===== src/rtl/synth_cfg_loader.sv =====
module synth_cfg_loader #(
  parameter int M_W  = 9,
  parameter int N_W  = 2,
  parameter int T_W  = 3,
  parameter int SYNC = 2
) (
  input  logic           clk,
  input  logic           rst_n,
  input  logic           par_load_n,
  input  logic [M_W-1:0] par_m,
  input  logic [N_W-1:0] par_n,
  input  logic           ser_clk,
  input  logic           ser_data,
  input  logic           ser_load,
  output logic [M_W-1:0] m_val,
  output logic [N_W-1:0] n_val,
  output logic [T_W-1:0] t_val,
  output logic           ser_out
);
  localparam int SR_W = T_W + N_W + M_W;

  logic [SYNC:0]   pl_sy, sl_sy, sc_sy;
  logic [SYNC-1:0] sd_sy;
  logic [SR_W-1:0] sr, sr_next;

  always_ff @(posedge clk or negedge rst_n)
    if (!rst_n) begin
      pl_sy <= '1;
      sl_sy <= '0;
      sc_sy <= '0;
      sd_sy <= '0;
    end else begin
      pl_sy <= {pl_sy[SYNC-1:0], par_load_n};
      sl_sy <= {sl_sy[SYNC-1:0], ser_load};
      sc_sy <= {sc_sy[SYNC-1:0], ser_clk};
      sd_sy <= {sd_sy[SYNC-2:0], ser_data};
    end

  wire pl_q      = pl_sy[SYNC-1];
  wire pl_d      = pl_sy[SYNC];
  wire sl_q      = sl_sy[SYNC-1];
  wire sl_rise   = sl_q & ~sl_sy[SYNC];
  wire sclk_rise = sc_sy[SYNC-1] & ~sc_sy[SYNC];
  wire shift_en  = sclk_rise & pl_q;

  assign sr_next = {sr[SR_W-2:0], sd_sy[SYNC-1]};
  assign ser_out = sr[SR_W-1];

  always_ff @(posedge clk or negedge rst_n)
    if (!rst_n) begin
      sr    <= '0;
      m_val <= '1;
      n_val <= '1;
      t_val <= '0;
    end else begin
      if (shift_en) sr <= sr_next;
      if (!pl_q || !pl_d) begin
        m_val <= par_m;
        n_val <= par_n;
        t_val <= '0;
      end else if (sl_rise) begin
        {t_val, n_val, m_val} <= sr;
      end else if (sl_q && sclk_rise) begin
        {t_val, n_val, m_val} <= sr_next;
      end
    end

  // test code forced to zero while the parallel strobe is low
  a_r2_test_zero: assert property (@(posedge clk) disable iff (!rst_n)
    !pl_q |=> (t_val == '0));

  // no pending event leaves the outputs unchanged
  a_r6_hold: assert property (@(posedge clk) disable iff (!rst_n)
    (pl_q && pl_d && !sl_rise && !(sl_q && sclk_rise)) |=> $stable({t_val, n_val, m_val}));

  // serial load moves the previous shift word to the outputs
  a_r5_transfer: assert property (@(posedge clk) disable iff (!rst_n)
    (pl_q && pl_d && sl_rise) |=> ({t_val, n_val, m_val} == $past(sr)));

  // shift register only moves on a shift edge
  a_r9_sr_still: assert property (@(posedge clk) disable iff (!rst_n)
    !shift_en |=> $stable(sr));
endmodule


===== config.mk =====
export PLATFORM = sky130hd
export DESIGN_NAME = synth_cfg_loader
export DESIGN_NICKNAME = d
export VERILOG_FILES = /design/src/rtl/synth_cfg_loader.sv
export SDC_FILE = /design/constraint.sdc
export NUM_CORES = 1
export LEC_CHECK = 0
export ABC_AREA = 1
export CORE_MARGIN = 2
export CORE_UTILIZATION = 45
export CTS_CLUSTER_SIZE = 12
export DETAILED_ROUTE_END_ITERATION = 10
export DONT_BUFFER_PORTS = 1
export PLACE_DENSITY = 0.65
export SYNTH_ARGS = -nofsm -noshare
export SYNTH_HDL_FRONTEND = slang
export SYNTH_SLANG_ARGS = --single-unit

===== constraint.sdc =====
create_clock -name clk -period 1.59 [get_ports clk]
set_input_delay 0.318 -clock clk [delete_from_list [all_inputs] [get_ports clk]]
set_output_delay 0.318 -clock clk [all_outputs]
set_load 0.005 [all_outputs]

## Word-level counts from Yosys, hierarchy flattened

Cells that the tools add are included.

- Input bits: 17
- Word-level logic and storage cells: 27
- Output and inout port bits: 15
- Flip-flop bits (word level): 39

- Reduce and logical (&&, ||, !) cells: 5
- Bitwise gates (word level): 5
- Multiplexer cells: 9

Operators with widths:

| kind | number |
|---|---|
| 9-bit 2-to-1 mux | 3 |
| 3-bit 2-to-1 mux | 3 |
| 2-bit 2-to-1 mux | 3 |
| 1-bit bitwise AND | 3 |
| 3-bit nonzero test | 1 |
| 1-bit logical NOT | 2 |
| 1-bit inverter | 2 |
| 1-bit logical AND | 1 |
| 1-bit logical OR | 1 |

## Longest topological paths before layout

- Depth in word-level cells: 6
- Depth in mapped cells: 8
- Gate-level depth less buffers: 7

## Worst setup path after synthesis

OpenSTA, ideal clock, no wires.

- Path type: reg2reg
- Start: reg pl_sy[1]
- End: reg m_val[6]
- Setup slack: 402 ps
- Stages on the path, launching flop included: 8
- Library setup time: 61 ps
- Path buffers: 1
- Required time: 1529 ps
- Period minus slack after synthesis: 1188 ps
- Arrival time: 1127 ps
- Path through: dfstp_2 -> nand2_1 -> inv_2 -> buf_4 -> nand3_1 -> nand2_1 -> nand2_1 -> nand2_1

- Cells in the longest elaborated chain, start to end: 3
- Elaborated cells on any way between the ends: 4
- Classes of those cells: mux: 1; reduce/logical: 3

RTL lines:

| element | RTL line | RTL |
|---|---|---|
| from (decl) | 22 | `logic [SYNC:0] pl_sy, sl_sy, sc_sy;` |
| from (signal assigned) | 33 | `pl_sy <= {pl_sy[SYNC-1:0], par_load_n};` |
| 1-bit logical NOT * | 57 | `if (!pl_q \|\| !pl_d) begin` |
| 1-bit logical OR * | 57 |  |
| 3-bit nonzero test (no line) or 9-bit 2-to-1 mux (tied branches) | -- |  |
| to (signal assigned) | 58 | `m_val <= par_m;` |
| to (signal assigned) | 62 | `{t_val, n_val, m_val} <= sr;` |
| to (signal assigned) | 64 | `{t_val, n_val, m_val} <= sr_next;` |
| to (decl) | 15 | `output logic [M_W-1:0] m_val,` |

Mark *: on every way between the ends. The rest lies on a longest branch, timed or not.
A chain may end at the register's enable or synchronous reset.

## Worst setup path after layout

- Start: reg pl_sy[1]
- End: reg t_val[2]

- Cells in the longest elaborated chain, start to end: 3
- Elaborated cells on any way between the ends: 4
- Classes of those cells: mux: 1; reduce/logical: 3

RTL lines:

| element | RTL line | RTL |
|---|---|---|
| 1-bit logical NOT * | 57 |  |
| 1-bit logical OR * | 57 |  |
| 3-bit nonzero test (no line) or 3-bit 2-to-1 mux (tied branches) | -- |  |
| to (signal assigned) | 62 |  |
| to (signal assigned) | 64 |  |
| to (decl) | 17 | `output logic [T_W-1:0] t_val,` |

Marked as above.

==> metrics.txt <==
most used flip-flop cell after synthesis sky130_fd_sc_hd__dfrtp_1; endpoint of the worst register-to-register path t_val[2]$_DFFE_PN0P_; maximum clock insertion buffer count 2; leakage power total just under 1 nW; core region area 0.00372 mm²; antenna diode instance count 0; category of the worst setup path capture point flop; final net count approximately 230; Clock Tree Root sky130_fd_sc_hd__clkbuf_8; clock input transition at the sequential cells of the worst setup and hold paths ~0.070 ns; setup_tns 0 ns; Layout Cells excl Fill between 200 and 300; Worst-Skew Late Latency 0.29 ns; Synthesis Warnings 0; switching portion of total power between 20% and 30%; worst setup path category flop to flop; Int Power between 0.0015 and 0.002 W; horizontal extent of the die ~66 µm; maximum number of pins on one net before global-route repair 40; clock network power share 39.9%; number of global-route vias before repair 1,396; Total Routing Usage GR 19.3%; smallest hold slack ~0.05 ns; critical path peak fanout 15; number of detailed-route iterations in the first pass 4; number of max-slew violations in the final report 0; CTS HTree Levels 2; transition time at the pin with the least slew margin ~0.44 ns; slowest cell on the critical path sky130_fd_sc_hd__dfstp_2; total number of clock tree sinks 39; vias per cell 5.26; Critical Path End t_val[2]$_DFFE_PN0P_; Critical Path, Cell by Cell nand2_1, inv_2, nand3_4, nand3_1, o21ai_0; combinational group share of total power approximately an eighth; worst hold path type input port to flop; Commonest cells post-synth sky130_fd_sc_hd__nand2_1 (76), sky130_fd_sc_hd__nand3_1 (26), sky130_fd_sc_hd__dfrtp_1 (25); Power Dens Cells between 1000 and 1500 mW/mm²; Register Area around 990 µm²; vertical die dimension roughly 66 µm; First DRT Iteration DRCs approximately 110; share of total power in sequential cells 48.1%; ys async rst share 100%; Max Clock Skew 0.00238 ns; setup violation total in the final timing report 0; data required time of the worst path ~1.8 ns; ranking of synthesized cells by area sky130_fd_sc_hd__dfrtp_1 (36%), sky130_fd_sc_hd__dfstp_2 (21%), sky130_fd_sc_hd__nand2_1 (16%); critical path's largest stage delay about 0.55 ns; Period minus WS final approximately 1.3 ns; Data arrival, critical path 1.50 ns; number of buffers inserted by port buffering 0; RR Startpoint pl_sy[1]$_DFF_PN1_; cell with the most instances after synthesis sky130_fd_sc_hd__nand2_1; Max VDD drop ~0.65 mV; unrepaired setup endpoints after global routing no; highest achievable clock rate around 750 MHz; Post-Syn Nets between 200 and 250; Slew HR 70.5%; total number of vias about 1,400; Boundary Pins 32; cell accounting for the most synthesized area sky130_fd_sc_hd__dfrtp_1; area share of the largest cell type after synthesis about 36%; area added between synthesis and finish 13.5%; number of buffers added for setup after CTS 0; total grt overflow 0; effective utilization at floorplan 47.3%; Reg2Reg Setup Slack 0.25 ns; number of design rule violations left after detail routing 0; result of the run finished, final reports clean; number of hold violations in the final report 0; routability-driven placement congestion ratio 0.777; post-route cell area about 0.0020 mm²; Inst Count DP about 250; average routed wire per standard cell around 14 µm; crit path from pl_sy[1]$_DFF_PN1_; final period utilization between 80% and 90%; area of combinational cells with multiple inputs 626 µm²; number of antenna violations at the first check in global routing 0; number of clock buffers inserted by TritonCTS 5; FF-to-FF path depth 5; netlist area before placement 0.00176 mm²; number of synthesized flops with an enable pin 0; average size of a mapped cell 8.57 µm²; clock tree from TritonCTS done; number of core rows 22; Worst Setup Start Kind flop; Post-Place Cell Area around 0.0018 mm²; number of maximum-capacitance constraint violations 0; instance count of the mapped netlist 205; area of the die 0.00442 mm²; Switching Power around 0.0006 W; register bit count reported by yosys 39; share of the yosys chip area belonging to registers 56.6%; global-route wire length before repair between 6000 and 7000 µm; drt total wl approximately 3600 µm; proportion of layout cells with a drive suffix above 1 16.2%; Unique masters post-synth 16; antenna-violating nets left 0; total of fill cells in the finished design approximately 340; total half-perimeter wirelength after legalization and detailed placement approximately 2500 µm
## what timing repair did
action,CTS,global route
hold endpoints to repair,39,1
gates resized for setup,0,0
hold buffers,2,1
## power groups by stage
stage               combinational (W)  sequential, W  clock [W]
finish                       0.000293        0.00117   0.000971
global route                 0.000347        0.00119    0.00103
CTS                          0.000295        0.00117   0.000996
detailed placement           0.000265        0.00119          0
global placement             0.000258        0.00119          0
floorplan                    0.000210        0.00117          0
## per-stage QoR
stage	util [%]	power (W)	setup slack, ns
floorplan	-	0.00139	0.402
global placement	48.9	0.00145	0.345
detailed placement	48.9	0.00146	0.259
CTS	53.4	0.00246	0.240
global route	53.6	0.00256	0.127
finish	53.6	0.00244	0.253
## cell type report
class | count | area share (%)
multi-input cells | 136 | 31.4
clock buffers | 5 | 3.45
flip-flops and latches | 39 | 49.8
clock inverters | 3 | 3.39
well taps | 48 | 3.01
inverters | 18 | 3.39
repair buffers | 9 | 5.52
## placed cells by master, fill, tap and decap left out
master	synthesis	routed
sky130_fd_sc_hd__buf_4	3	4
sky130_fd_sc_hd__bufinv_16	0	2
sky130_fd_sc_hd__clkinvlp_4	0	1
sky130_fd_sc_hd__dfrtp_1	25	25
sky130_fd_sc_hd__nand2_1	76	76
sky130_fd_sc_hd__nand2_2	1	1
sky130_fd_sc_hd__dfstp_2	14	14
sky130_fd_sc_hd__dlygate4sd3_1	0	2
sky130_fd_sc_hd__buf_12	0	3
sky130_fd_sc_hd__inv_2	1	1
sky130_fd_sc_hd__nand4_1	13	13
sky130_fd_sc_hd__nand3_2	2	2
sky130_fd_sc_hd__clkbuf_8	0	5
sky130_fd_sc_hd__o21ai_1	2	2
sky130_fd_sc_hd__inv_1	17	17
sky130_fd_sc_hd__o21ai_0	15	15
sky130_fd_sc_hd__nand3_1	26	26
sky130_fd_sc_hd__nand3_4	1	1
## worst max-delay path: cells and delay by family, from the launching register on
family	cells	cell delay (ns)
buf+inv	1	0.17
simple gates	3	0.39
compound gates	1	0.10
flops	1	0.55
## state kept, by name, indices dropped and copies added (netlist names)
register  cells
sr           14
t_val         3
m_val         9
sd_sy         2
sl_sy         3
pl_sy         3
n_val         2
sc_sy         3
## metal layers
layer,vias up,global-route usage [%],routed length [µm],part of all wire [%]
met1,648,22.5,1490,42
met4,0,10.7,89,2.5
met2,32,32.1,1810,51
met3,9,5.24,178,5.0
met5,-,0,0,0
li1,667,-,-,-
## how the worst min path moves through the flow
stage	slack (ns)	end	start	cells after the start
after CTS	0.009	pl_sy[0]$_DFF_PN1_	par_load_n	0
after global routing	0.03	sl_sy[0]$_DFF_PN0_	ser_load	0
after detailed placement	0.02	sr[13]$_DFFE_PN0P_	rst_n	0
after floorplan	0.02	sc_sy[0]$_DFF_PN0_	rst_n	0
final	0.05	sl_sy[0]$_DFF_PN0_	ser_load	0
after global placement	0.02	sr[8]$_DFFE_PN0P_	rst_n	0
## kinds of logic (layout without fill, tap and decap cells)
family | after synthesis | after routing | synth area share [%]
compound gates | 17 | 17 | 4.84
buf+inv | 30 | 35 | 7.83
simple gates | 119 | 119 | 30.8
flops | 39 | 39 | 56.6
Power figures use the tool's default switching activity.
